==> src/rtl/dls_pkg.sv <==
package dls_pkg;

  typedef enum logic [1:0] {
    SQ_IDLE  = 2'd0,
    SQ_FETCH = 2'd1,
    SQ_EXEC  = 2'd2
  } seq_state_t;

  typedef struct packed {
    logic [15:0] off;
    logic [15:0] arg;
  } dl_word_t;

  // A wait passes once the raster has reached its target line.
  function automatic logic wait_passed(input logic [15:0] cur_line,
                                       input logic [15:0] target);
    return cur_line >= target;
  endfunction

  // Alternation: prefer the other list, fall back to the current one.
  // Returns {more_work, next_sel}.
  function automatic logic [1:0] pick_next(input logic       cur,
                                           input logic [1:0] blk);
    logic other;
    other = ~cur;
    if (!blk[other])    return {1'b1, other};
    else if (!blk[cur]) return {1'b1, cur};
    else                return {1'b0, cur};
  endfunction

endpackage

==> src/rtl/dls_list_ctx.sv <==
module dls_list_ctx #(
  parameter int AW = 8
) (
  input  logic          clk,
  input  logic          rst_n,
  input  logic          reload,
  input  logic [AW-1:0] start_addr,
  input  logic          line_go,
  input  logic          advance,
  input  logic          block,
  output logic [AW-1:0] pc,
  output logic          blocked
);

  always_ff @(posedge clk or negedge rst_n) begin
    if (!rst_n) begin
      pc      <= '0;
      blocked <= 1'b1;
    end else if (reload) begin
      pc      <= start_addr;
      blocked <= 1'b1;
    end else begin
      if (line_go)    blocked <= 1'b0;
      else if (block) blocked <= 1'b1;
      if (advance)    pc <= pc + 1'b1;
    end
  end

  // a parked list keeps its counter until a new line or frame
  a_r3_hold_pc: assert property (@(posedge clk) disable iff (!rst_n)
    (blocked && !reload && !line_go) |=> $stable(pc));

endmodule

==> src/rtl/dls_decode.sv <==
module dls_decode
  import dls_pkg::*;
#(
  parameter int NREGS  = 32,
  parameter int LINE_W = 11
) (
  input  logic [31:0]       word,
  input  logic [LINE_W-1:0] line_num,
  output logic              is_wait,
  output logic              wait_ok,
  output logic              off_ok,
  output logic [15:0]       off,
  output logic [15:0]       arg
);

  dl_word_t    w;
  logic [15:0] cur16;

  always_comb begin
    w       = dl_word_t'(word);
    off     = w.off;
    arg     = w.arg;
    cur16   = 16'(line_num);
    is_wait = (w.off == 16'd0);
    wait_ok = wait_passed(cur16, w.arg);
    off_ok  = (32'(w.off) < NREGS);
  end

endmodule

==> src/rtl/dls_arbiter.sv <==
module dls_arbiter
  import dls_pkg::*;
(
  input  logic       cur,
  input  logic [1:0] blk_after,
  output logic       more,
  output logic       nxt
);

  logic [1:0] choice;

  always_comb begin
    choice = pick_next(cur, blk_after);
    more   = choice[1];
    nxt    = choice[0];
  end

endmodule

==> src/rtl/dual_list_sequencer.sv <==
module dual_list_sequencer
  import dls_pkg::*;
#(
  parameter int AW        = 8,
  parameter int NREGS     = 32,
  parameter int LINE_W    = 11,
  parameter int VIS_LINES = 768,
  localparam int RA_W     = $clog2(NREGS)
) (
  input  logic              clk,
  input  logic              rst_n,
  input  logic              frame_start,
  input  logic              hblank_start,
  input  logic              hblank_active,
  input  logic [LINE_W-1:0] line_num,
  input  logic [AW-1:0]     start_addr0,
  input  logic [AW-1:0]     start_addr1,
  output logic              l0_rd_en,
  output logic [AW-1:0]     l0_rd_addr,
  input  logic [31:0]       l0_rd_data,
  output logic              l1_rd_en,
  output logic [AW-1:0]     l1_rd_addr,
  input  logic [31:0]       l1_rd_data,
  output logic              wr_en,
  output logic [RA_W-1:0]   wr_addr,
  output logic [15:0]       wr_data,
  output logic              done,
  output logic              overrun,
  output logic              store_err
);

  localparam int NLISTS = 2;

  seq_state_t  state;
  logic        sel;
  logic [1:0]  blocked;
  logic [AW-1:0] pc     [NLISTS];
  logic [AW-1:0] starts [NLISTS];
  logic [1:0]  advance, block;

  // Named events for the assertions and the sequencer
  logic        line_ok, line_go, exec_go, abort_now, step_blk;
  logic [1:0]  blk_after;
  logic        more, nxt;

  logic [31:0] word;
  logic        is_wait, wait_ok, off_ok;
  logic [15:0] off, arg;

  assign starts[0] = start_addr0;
  assign starts[1] = start_addr1;

  assign word      = sel ? l1_rd_data : l0_rd_data;
  assign line_ok   = (32'(line_num) < VIS_LINES);
  assign line_go   = hblank_start && line_ok && !frame_start;
  assign exec_go   = (state == SQ_EXEC) && hblank_active && !frame_start && !line_go;
  assign abort_now = (state != SQ_IDLE) && !hblank_active && !frame_start && !line_go;
  assign step_blk  = exec_go && is_wait && !wait_ok;
  assign blk_after = blocked | (step_blk ? (2'b01 << sel) : 2'b00);

  dls_decode #(.NREGS(NREGS), .LINE_W(LINE_W)) u_decode (
    .word     (word),
    .line_num (line_num),
    .is_wait  (is_wait),
    .wait_ok  (wait_ok),
    .off_ok   (off_ok),
    .off      (off),
    .arg      (arg)
  );

  dls_arbiter u_arb (
    .cur       (sel),
    .blk_after (blk_after),
    .more      (more),
    .nxt       (nxt)
  );

  always_comb begin
    for (int i = 0; i < NLISTS; i++) begin
      advance[i] = exec_go && (sel == 1'(i)) && !(is_wait && !wait_ok);
      block[i]   = step_blk && (sel == 1'(i));
    end
  end

  for (genvar g = 0; g < NLISTS; g++) begin : g_list
    dls_list_ctx #(.AW(AW)) u_ctx (
      .clk        (clk),
      .rst_n      (rst_n),
      .reload     (frame_start),
      .start_addr (starts[g]),
      .line_go    (line_go),
      .advance    (advance[g]),
      .block      (block[g]),
      .pc         (pc[g]),
      .blocked    (blocked[g])
    );
  end

  assign l0_rd_en   = (state == SQ_FETCH) && hblank_active && !sel;
  assign l1_rd_en   = (state == SQ_FETCH) && hblank_active && sel;
  assign l0_rd_addr = pc[0];
  assign l1_rd_addr = pc[1];

  always_ff @(posedge clk or negedge rst_n) begin
    if (!rst_n) begin
      state     <= SQ_IDLE;
      sel       <= 1'b0;
      done      <= 1'b0;
      overrun   <= 1'b0;
      store_err <= 1'b0;
      wr_en     <= 1'b0;
      wr_addr   <= '0;
      wr_data   <= '0;
    end else begin
      wr_en   <= exec_go && !is_wait && off_ok;
      wr_addr <= off[RA_W-1:0];
      wr_data <= arg;
      if (exec_go && !is_wait && !off_ok) store_err <= 1'b1;

      if (frame_start) begin
        state   <= SQ_IDLE;
        sel     <= 1'b0;
        done    <= 1'b0;
        overrun <= 1'b0;
      end else if (line_go) begin
        state   <= SQ_FETCH;
        sel     <= 1'b0;
        done    <= 1'b0;
        overrun <= 1'b0;
      end else if (abort_now) begin
        state   <= SQ_IDLE;
        overrun <= 1'b1;
      end else begin
        unique case (state)
          SQ_FETCH: state <= SQ_EXEC;
          SQ_EXEC: begin
            if (more) begin
              sel   <= nxt;
              state <= SQ_FETCH;
            end else begin
              state <= SQ_IDLE;
              done  <= 1'b1;
            end
          end
          default: state <= SQ_IDLE;
        endcase
      end
    end
  end

  // offset zero is the wait code and never reaches the write port
  a_r1_wr_nonzero: assert property (@(posedge clk) disable iff (!rst_n)
    wr_en |-> (wr_addr != '0));

  // done only while both lists are parked
  a_r4_done_parked: assert property (@(posedge clk) disable iff (!rst_n)
    done |-> (&blocked));

  // one instruction fetch at a time
  a_r5_single_fetch: assert property (@(posedge clk) disable iff (!rst_n)
    $onehot0({l0_rd_en, l1_rd_en}));

  // hblank past the visible area starts nothing
  a_r7_offscreen_idle: assert property (@(posedge clk) disable iff (!rst_n)
    (hblank_start && !line_ok && !frame_start && state == SQ_IDLE)
      |=> (!l0_rd_en && !l1_rd_en));

  // blanking closing mid-list raises overrun and stops the sequencer
  a_r8_overrun_flag: assert property (@(posedge clk) disable iff (!rst_n)
    (state != SQ_IDLE && !hblank_active && !frame_start && !hblank_start)
      |=> (overrun && !l0_rd_en && !l1_rd_en));

  // error flag is sticky
  a_r9_err_sticky: assert property (@(posedge clk) disable iff (!rst_n)
    store_err |=> store_err);

endmodule

==> config.mk <==
export PLATFORM = sky130hd
export DESIGN_NAME = dual_list_sequencer
export DESIGN_NICKNAME = d
export VERILOG_FILES = /design/src/rtl/dls_pkg.sv /design/src/rtl/dls_list_ctx.sv /design/src/rtl/dls_decode.sv /design/src/rtl/dls_arbiter.sv /design/src/rtl/dual_list_sequencer.sv
export SDC_FILE = /design/constraint.sdc
export NUM_CORES = 1
export LEC_CHECK = 0
export BUFFER_PORTS_ARGS = -buffer_cell sky130_fd_sc_hd__buf_2
export CORE_ASPECT_RATIO = 2
export CORE_UTILIZATION = 35
export DETAILED_ROUTE_END_ITERATION = 8
export PLACE_DENSITY = 0.72
export SETUP_SLACK_MARGIN = 0.3
export SLEW_MARGIN = 20
export SYNTH_ARGS = -nofsm -noshare
export SYNTH_HDL_FRONTEND = slang
export SYNTH_HIERARCHICAL = 1
export SYNTH_SLANG_ARGS = --single-unit
export TNS_END_PERCENT = 1
==> constraint.sdc <==
create_clock -name clk -period 4 [get_ports clk]
set_input_delay 0 -clock clk [delete_from_list [all_inputs] [get_ports clk]]
set_output_delay 0 -clock clk [all_outputs]
set_load 0.02 [all_outputs]
==> impl_metrics.env, run 1 <==
export IMPL_status="completed"
export IMPL_multiInputGateArea_um2=1380
export IMPL_die_height_um=128
export IMPL_clock_latency_ps=290
export IMPL_drt_pass1_iterations=4
export IMPL_core_area_um2=7660
export IMPL_track_usage=0.186
export IMPL_cpLargestDelayFamily="simple AND/OR/NAND/NOR gates"
export IMPL_antenna_found_initial=0
export IMPL_fin_crit_sh=0.874
export IMPL_r2r_slack_ps=500
export IMPL_portBuffers=138
export IMPL_r2r_start="sel"
export IMPL_clock_tree_htree_level_count=2
export IMPL_internal_power_uw=858
export IMPL_die_area_um2=8360
export IMPL_rsz0062_at_grt="yes"
export IMPL_worst_path_max_fanout=6
export IMPL_clkTransAtPathRegs_ps=70
export IMPL_worst_endpoint_arrival_ps=3720
export IMPL_critical_path_startpoint="sel"
export IMPL_syn_nets=381
export IMPL_cell_count_after_synthesis=272
export IMPL_grt_peak_use_layer="met2"
export IMPL_grt_util_met1=0.189
export IMPL_drc=0
export IMPL_worst_path_max_delay_cell="or4_4"
export IMPL_diodes=0
export IMPL_path_cells="mux2_2 > or4_4 > or4_1 > a31oi_1 > a211o_2 > nand2b_1 > and3_1 > nand4_4 > or4_1 > nand3_1"
export IMPL_post_cts_setup_buffer_count=0
export IMPL_worst_setup_path_type="register to register"
export IMPL_timing_worst_slew_pin_value_ps=751
export IMPL_die_width_um=65.2
export IMPL_syn_area_um2=2790
export IMPL_grt_overflow_total=0
export IMPL_fmaxAchievable_mhz=286
export IMPL_worst_slew_margin_rel=0.499
export IMPL_timing_max_cap_violations=0
export IMPL_total_buffers_and_inverters_traversed_by_the_critical_path=0
export IMPL_cts_sink_count=46
export IMPL_switching_share=0.278
export IMPL_vias=2613
export IMPL_report_final_hold_viol_count=0
export IMPL_slew_violations=0
export IMPL_final_fill_count=703
export IMPL_detail_route_wirelength_um=7640
export IMPL_setup_worst_path_end="g_list[1].u_ctx/pc[7]"
export IMPL_avgViaCountPerCell=4.83
export IMPL_clk_path_buf_depth=2
export IMPL_use_met3=0.0374
export IMPL_dpl_instance_area_um2=3390
export IMPL_wl_per_cell_um=14.1
export IMPL_synthToLayoutAreaGrowth_pct=48.4
export IMPL_finalWorstPathRequiredPeriod_ps=3500
export IMPL_timing_hold_worst_class="input pin to register"
export IMPL_timing_critical_path_mode_cell="or4_1"
export IMPL_num_nets_final=555
export IMPL_power_per_cell_area_nw_per_um2=287
export IMPL_drive_gt1_frac=0.430
export IMPL_top_level_ports=139
export IMPL_finalClockSkew_ps=7.18
export IMPL_setup_worst_path_start_class="register"
export IMPL_tritoncts_clock_tree="yes"
export IMPL_number_of_failing_setup_endpoints_in_the_final_timing_report=0
export IMPL_via_count_of_the_first_global_routing_pass=2668
export IMPL_area_sequential_um2=1150
export IMPL_wire_length_of_the_first_global_routing_pass_um=11900
export IMPL_grt_start_max_net_pins=48
export IMPL_share_of_power_burned_in_the_clock_network=0.347
export IMPL_initial_utilization=0.365
export IMPL_critPathCaptureType="register"
export IMPL_first_iter_violations=106
export IMPL_syn_mean_instance_area_um2=10.3
export IMPL_timing_critical_path_depth=10
export IMPL_postLayoutCellArea_um2=4140
export IMPL_route_antenna_remaining_nets=0
export IMPL_p_sw_uw=331
export IMPL_power_share_sequential=0.438
export IMPL_grt_met2_usage=0.362
export IMPL_yosysWarningCount=6
export IMPL_dpl_hpwl_um=5440
export IMPL_timing_reg2reg_worst_path_depth=10
export IMPL_root_buffer_cell="clkbuf_16"
export IMPL_tritoncts_num_buffers=5
export IMPL_r2r_end="g_list[1].u_ctx/pc[7]"
export IMPL_leakagePower_nw=2.04
export IMPL_timing_setup_tns_ps=0
export IMPL_critical_path_max_stage_delay_ps=560
export IMPL_core_rowCount=45
export IMPL_ir_worst_vdd_mv=0.234
export IMPL_comb_power_share=0.215
export IMPL_critPathRequiredTime_ps=4220
export IMPL_gpl_final_weighted_congestion=0.782
## metal layers
metal / vias up / part of all wire
li1: 1279 / -
met1: 1259 / 0.37
met2: 73 / 0.59
met3: 2 / 0.040
met4: 0 / 0.0048
met5: - / 0
## cells in the final DEF, fill, tap and decap left out, types with 7 or more instances in the layout
cell	count
buf_2	137
dfrtp_1	44
dlygate4sd3_1	59
ha_1	13
inv_1	13
mux2_2	32
nand2_1	26
nand3_1	11
nor2_1	8
nor2b_1	9
o21ai_0	8
o21ai_1	11
or4_1	7
## through the flow
stage / hold WS, ps / setup slack, ps / std cells / util / power, mW
CTS: 76.0 / 333 / 541 / 0.540 / 1.20
floorplan: -296 / 670 / 272 / - / 0.648
global placement: 208 / 449 / 474 / 0.443 / 0.733
global route: 95.8 / 297 / 541 / 0.541 / 1.25
detailed placement: 219 / 351 / 474 / 0.443 / 0.740
finish: 76.3 / 503 / 541 / 0.541 / 1.19
## sequential cells by signal, indices dropped and copies added (netlist names)
| name | cells |
|---|---|
| done | 1 |
| overrun | 1 |
| wr_addr | 5 |
| state | 2 |
| g_list.u_ctx/blocked | 2 |
| store_err | 1 |
| wr_en | 1 |
| wr_data | 16 |
| sel | 1 |
| g_list.u_ctx/pc | 16 |
## layout make-up
| type | count | share of cell area |
|---|---|---|
| Clock inverter | 3 | 0.00513 |
| Multi-Input combinational cell | 182 | 0.333 |
| Tap cell | 94 | 0.0284 |
| Clock buffer | 5 | 0.0302 |
| Timing Repair Buffer | 198 | 0.314 |
| Sequential cell | 46 | 0.278 |
| Inverter | 13 | 0.0118 |
## worst min-delay path, delay by kind of cell
family,cells,cell delay [ps]
AOI/OAI and AO/OA,1,70
buffers and inverters,1,90
and+or+nand+nor,2,170
## power groups by stage
stage | clock network (mW) | logic (mW) | registers [mW]
after floorplan | 0 | 0.0884 | 0.559
after global placement | 0 | 0.205 | 0.528
after detailed placement | 0 | 0.211 | 0.529
after CTS | 0.426 | 0.256 | 0.520
after global routing | 0.445 | 0.281 | 0.524
final | 0.413 | 0.256 | 0.521
## how the worst min path moves through the flow
stage / start / endpoint / slack, ps / cells past startpoint
6_report: line_num[10] / state[0] / 80 / 4
5_1_grt: hblank_active / state[1] / 100 / 3
4_1_cts: line_num[10] / state[0] / 80 / 4
3_5_place_dp: start_addr1[1] / g_list[1].u_ctx/pc[1] / 220 / 3
3_3_place_gp: start_addr1[6] / g_list[1].u_ctx/pc[6] / 210 / 3
2_1_floorplan: rst_n / done / -300 / 0
## repair_timing
action | 4_1_cts | 5_1_grt
endpoints found under the hold margin | 81 | 0
gates resized for setup | 0 | 4
hold buffers | 59 | 0
endpoints found under the setup margin | 0 | 7
No activity file was read; power rests on OpenSTA's default activity.
==> run 2: changes to the inputs <==
- CORE_ASPECT_RATIO: 2 -> unset
- CORE_UTILIZATION: 35 -> 47
- PLACE_DENSITY: 0.72 -> 0.9
==> impl_metrics.env, run 2 (synthesized netlist as in run 1, its figures left out) <==
export IMPL_worst_path_max_delay_cell="or4_4"
export IMPL_timing_hold_worst_class="input pin to register"
export IMPL_gpl_final_weighted_congestion=0.817
export IMPL_portBuffers=138
export IMPL_core_rowCount=27
export IMPL_die_width_um=79.1
export IMPL_first_iter_violations=115
export IMPL_timing_critical_path_mode_cell="or4_1"
export IMPL_critical_path_max_stage_delay_ps=560
export IMPL_timing_critical_path_depth=10
export IMPL_worst_endpoint_arrival_ps=3790
export IMPL_leakagePower_nw=2.04
export IMPL_route_antenna_remaining_nets=0
export IMPL_layout_cells_most_common="buf_2"
export IMPL_most_common_layout_cells="137 x buf_2, 59 x dlygate4sd3_1, 43 x dfrtp_1"
export IMPL_status="completed"
export IMPL_die_height_um=79.1
export IMPL_clock_latency_ps=300
export IMPL_drive_gt1_frac=0.430
export IMPL_worst_path_max_fanout=8
export IMPL_vias=2758
export IMPL_min_delay_path_depth=3
export IMPL_timing_max_cap_violations=0
export IMPL_top_regs="g_list.u_ctx/pc (16), wr_data (16), wr_addr (5)"
export IMPL_dpl_hpwl_um=5110
export IMPL_initial_utilization=0.498
export IMPL_post_cts_setup_buffer_count=0
export IMPL_area_sequential_um2=1150
export IMPL_report_final_hold_viol_count=0
export IMPL_final_fill_count=380
export IMPL_antenna_found_initial=0
export IMPL_top_level_ports=139
export IMPL_finalWorstPathRequiredPeriod_ps=3560
export IMPL_power_per_cell_area_nw_per_um2=295
export IMPL_timing_setup_tns_ps=0
export IMPL_cts_sink_count=46
export IMPL_worst_slew_margin_rel=0.501
export IMPL_tritoncts_clock_tree="yes"
export IMPL_clk_path_buf_depth=2
export IMPL_clock_tree_htree_level_count=2
export IMPL_finalWorstSetupSlack_ps=439
export IMPL_setup_worst_path_start_class="register"
export IMPL_slew_violations=0
export IMPL_ir_worst_vdd_mv=0.180
export IMPL_core_area_um2=5610
export IMPL_worst_setup_path_type="register to register"
export IMPL_final_hold_worst_slack_ps=60.5
export IMPL_clkTransAtPathRegs_ps=90
export IMPL_drc=0
export IMPL_total_buffers_and_inverters_traversed_by_the_critical_path=0
export IMPL_track_usage=0.283
export IMPL_stdcell_count=519
export IMPL_finalClockSkew_ps=13.7
export IMPL_detail_route_wirelength_um=8670
export IMPL_avgViaCountPerCell=5.31
export IMPL_cpLargestDelayFamily="simple AND/OR/NAND/NOR gates"
export IMPL_wire_length_of_the_first_global_routing_pass_um=13600
export IMPL_timing_reg2reg_worst_path_depth=10
export IMPL_critPathRequiredTime_ps=4230
export IMPL_wl_per_cell_um=16.7
export IMPL_root_buffer_cell="clkbuf_8"
export IMPL_place_inst=452
export IMPL_die_area_um2=6250
export IMPL_rsz0062_at_grt="no"
export IMPL_via_count_of_the_first_global_routing_pass=2863
export IMPL_fmaxAchievable_mhz=281
export IMPL_timing_worst_slew_pin_value_ps=748
export IMPL_diodes=0
export IMPL_drt_pass1_iterations=4
export IMPL_num_nets_final=555
export IMPL_critPathCaptureType="register"
export IMPL_tritoncts_num_buffers=5
export IMPL_path_cells="mux2_2 > or4_4 > or4_1 > a31oi_1 > a211o_2 > nand2b_1 > and3_1 > nand4_4 > or4_1 > nand3_1"
export IMPL_synthToLayoutAreaGrowth_pct=47.3
export IMPL_fin_crit_sh=0.890
export IMPL_pre_cts_ws_ps=378
export IMPL_multiInputGateArea_um2=1380
export IMPL_grt_overflow_total=0
export IMPL_number_of_failing_setup_endpoints_in_the_final_timing_report=0
export IMPL_post_layout_total_power_mw=1.21
export IMPL_grt_start_max_net_pins=48
==> run 2: through the flow <==
step	area, um2	util
after floorplan	2790	-
after global placement	3370	0.600
after detailed placement	3370	0.600
after CTS	4100	0.731
after global routing	4110	0.733
final	4110	0.733
==> run 2: worst paths after layout <==
path	startpoint	endpoint	slack [ps]
worst min register to register	store_err	store_err	480
min in group asynchronous	rst_n	wr_data[11]	250
worst min-delay path	hblank_active	state[1]	60
worst max register to register	sel	g_list[1].u_ctx/pc[7]	440
max in group asynchronous	rst_n	sel	3330
worst max-delay path	sel	g_list[1].u_ctx/pc[7]	440
==> run 2: tightest hold or removal path, stage by stage <==
cell	delay (ps)
buf_2	130
nand3b_1	130
nor3_1	60
==> run 2: final cells by class <==
cell class | count | share of cell area
clock buffer | 6 | 0.0201
sequential | 46 | 0.281
clock inverter | 2 | 0.0146
multi-input combinational | 182 | 0.335
inverter | 13 | 0.0119
tap | 72 | 0.0219
timing repair buffer | 198 | 0.316
==> run 2: routing by layer <==
| metal | share of wire | global-route usage | vias up |
|---|---|---|---|
| li1 | - | - | 1282 |
| met1 | 0.39 | 0.329 | 1294 |
| met4 | 0.034 | 0.116 | 0 |
| met5 | 0 | 0 | - |
| met3 | 0.071 | 0.0736 | 32 |
| met2 | 0.51 | 0.493 | 150 |
==> run 2: where the power goes <==
group	internal [mW]	switching [mW]
Combinational	0.134	0.134
Clock	0.267	0.160
Sequential	0.493	0.0273
==> run 2: what timing repair did <==
item	in CTS	in global routing
hold buffers	59	0
hold endpoints to repair	81	0
resized for setup	0	3
setup endpoints to repair	0	7
==> run 3: changes to the inputs <==
- CORE_MARGIN: unset -> 3
==> impl_metrics.env, run 3 (synthesized netlist as in run 1, its figures left out) <==
export IMPL_slew_violations=0
export IMPL_drive_gt1_frac=0.438
export IMPL_avgViaCountPerCell=5.38
export IMPL_die_height_um=83.1
export IMPL_track_usage=0.271
export IMPL_critPathCaptureType="register"
export IMPL_tritoncts_num_buffers=5
export IMPL_dpl_instance_area_um2=3370
export IMPL_critPathRequiredTime_ps=4230
export IMPL_fin_crit_sh=0.879
export IMPL_timing_hold_worst_class="input pin to register"
export IMPL_timing_setup_tns_ps=0
export IMPL_worst_setup_path_type="register to register"
export IMPL_via_count_of_the_first_global_routing_pass=3079
export IMPL_leakagePower_nw=2.05
export IMPL_place_inst=453
export IMPL_first_iter_violations=181
export IMPL_initial_utilization=0.495
export IMPL_drc=0
export IMPL_timing_worst_slew_pin_value_ps=739
export IMPL_num_nets_final=558
export IMPL_wire_length_of_the_first_global_routing_pass_um=15000
export IMPL_drt_pass1_iterations=4
export IMPL_most_common_layout_cells="137 x buf_2, 59 x dlygate4sd3_1, 43 x dfrtp_1"
export IMPL_clkTransAtPathRegs_ps=100
export IMPL_grt_overflow_total=0
export IMPL_grt_met2_usage=0.472
export IMPL_cts_sink_count=46
export IMPL_clock_latency_ps=300
export IMPL_post_layout_total_power_mw=1.21
export IMPL_top_level_ports=139
export IMPL_portBuffers=138
export IMPL_clk_path_buf_depth=2
export IMPL_dpl_hpwl_um=5560
export IMPL_gpl_final_weighted_congestion=0.820
export IMPL_layout_cells_most_common="buf_2"
export IMPL_grt_start_max_net_pins=48
export IMPL_wl_per_cell_um=17.8
export IMPL_core_area_um2=5640
export IMPL_use_met3=0.0794
export IMPL_top_regs="g_list.u_ctx/pc (16), wr_data (16), wr_addr (5)"
export IMPL_setup_worst_path_start_class="register"
export IMPL_vias=2807
export IMPL_rsz0062_at_grt="no"
export IMPL_synthToLayoutAreaGrowth_pct=48.2
export IMPL_stdcell_count=522
export IMPL_worst_path_max_fanout=7
export IMPL_power_per_cell_area_nw_per_um2=292
export IMPL_finalClockSkew_ps=10.8
export IMPL_detail_route_wirelength_um=9280
export IMPL_diodes=0
export IMPL_clock_tree_htree_level_count=2
export IMPL_core_rowCount=27
export IMPL_grt_util_met1=0.302
export IMPL_ir_worst_vdd_mv=0.198
export IMPL_number_of_failing_setup_endpoints_in_the_final_timing_report=0
export IMPL_report_final_hold_viol_count=0
export IMPL_status="completed"
export IMPL_final_fill_count=366
export IMPL_worst_endpoint_arrival_ps=3750
export IMPL_tritoncts_clock_tree="yes"
export IMPL_antenna_found_initial=0
export IMPL_worst_slew_margin_rel=0.508
export IMPL_die_width_um=83.1
export IMPL_finalWorstPathRequiredPeriod_ps=3520
export IMPL_die_area_um2=6900
export IMPL_postLayoutCellArea_um2=4140
export IMPL_route_antenna_remaining_nets=0
export IMPL_grt_peak_use_layer="met2"
export IMPL_timing_max_cap_violations=0
export IMPL_root_buffer_cell="clkbuf_8"
export IMPL_fmaxAchievable_mhz=284
==> run 3: report_power, final <==
group / switching (mW) / total [mW] / internal, mW
clock network: 0.163 / 0.414 / 0.250
registers: 0.0272 / 0.521 / 0.494
logic: 0.137 / 0.272 / 0.135
total: 0.328 / 1.21 / 0.879
==> run 3: metal layers <==
metal | vias up | wire (um)
met5 | - | 0
met4 | 0 | 393
met3 | 31 | 796
met2 | 174 | 4730
met1 | 1316 | 3360
li1 | 1286 | -
==> run 3: path summary, 6_finish.rpt <==
| check | start | end | slack [ps] | cells past startpoint |
|---|---|---|---|---|
| worst max-delay path | sel | g_list[1].u_ctx/pc[7] | 480 | 10 |
| worst min register to register | store_err | store_err | 480 | 1 |
| worst max register to register | sel | g_list[1].u_ctx/pc[7] | 480 | 10 |
| worst min-delay path | hblank_active | state[1] | 70 | 3 |
| max in group asynchronous | rst_n | sel | 3310 | 2 |
| min in group asynchronous | rst_n | wr_data[7] | 260 | 2 |
==> run 3: critical path: stages, from the launching register on <==
cell	delay [ps]
dfrtp_2	480
mux2_2	380
or4_4	560
or4_1	530
a31oi_1	210
a211o_2	150
nand2b_1	110
and3_2	280
nand4_4	140
or4_1	500
nand3_1	90
==> run 3: timing repair <==
| action | in CTS | in global routing |
|---|---|---|
| setup buffers | 0 | 2 |
| hold buffers | 59 | 0 |
| resized for setup | 0 | 7 |
| endpoints found under the hold margin | 81 | 0 |
| setup endpoints to repair | 0 | 19 |
==> run 3: metrics by stage <==
step                      worst slack (ps)  hold WS, ps   util
after floorplan                        670         -296      -
after detailed placement               385          207  0.598
after CTS                              364         58.4  0.727
after global placement                 565          211  0.598
final                                  484         70.9  0.733
after global routing                   327         78.3  0.733
==> run 3: layout make-up <==
type	instances	area [um2]	share of cell area
clock buffers	5	68.8	0.0166
clock inverters	3	68.8	0.0166
inverters	13	48.8	0.0118
multi-input cells	182	1380	0.333
flip-flops and latches	46	1150	0.279
well taps	72	90.1	0.0218
repair buffers	201	1330	0.321
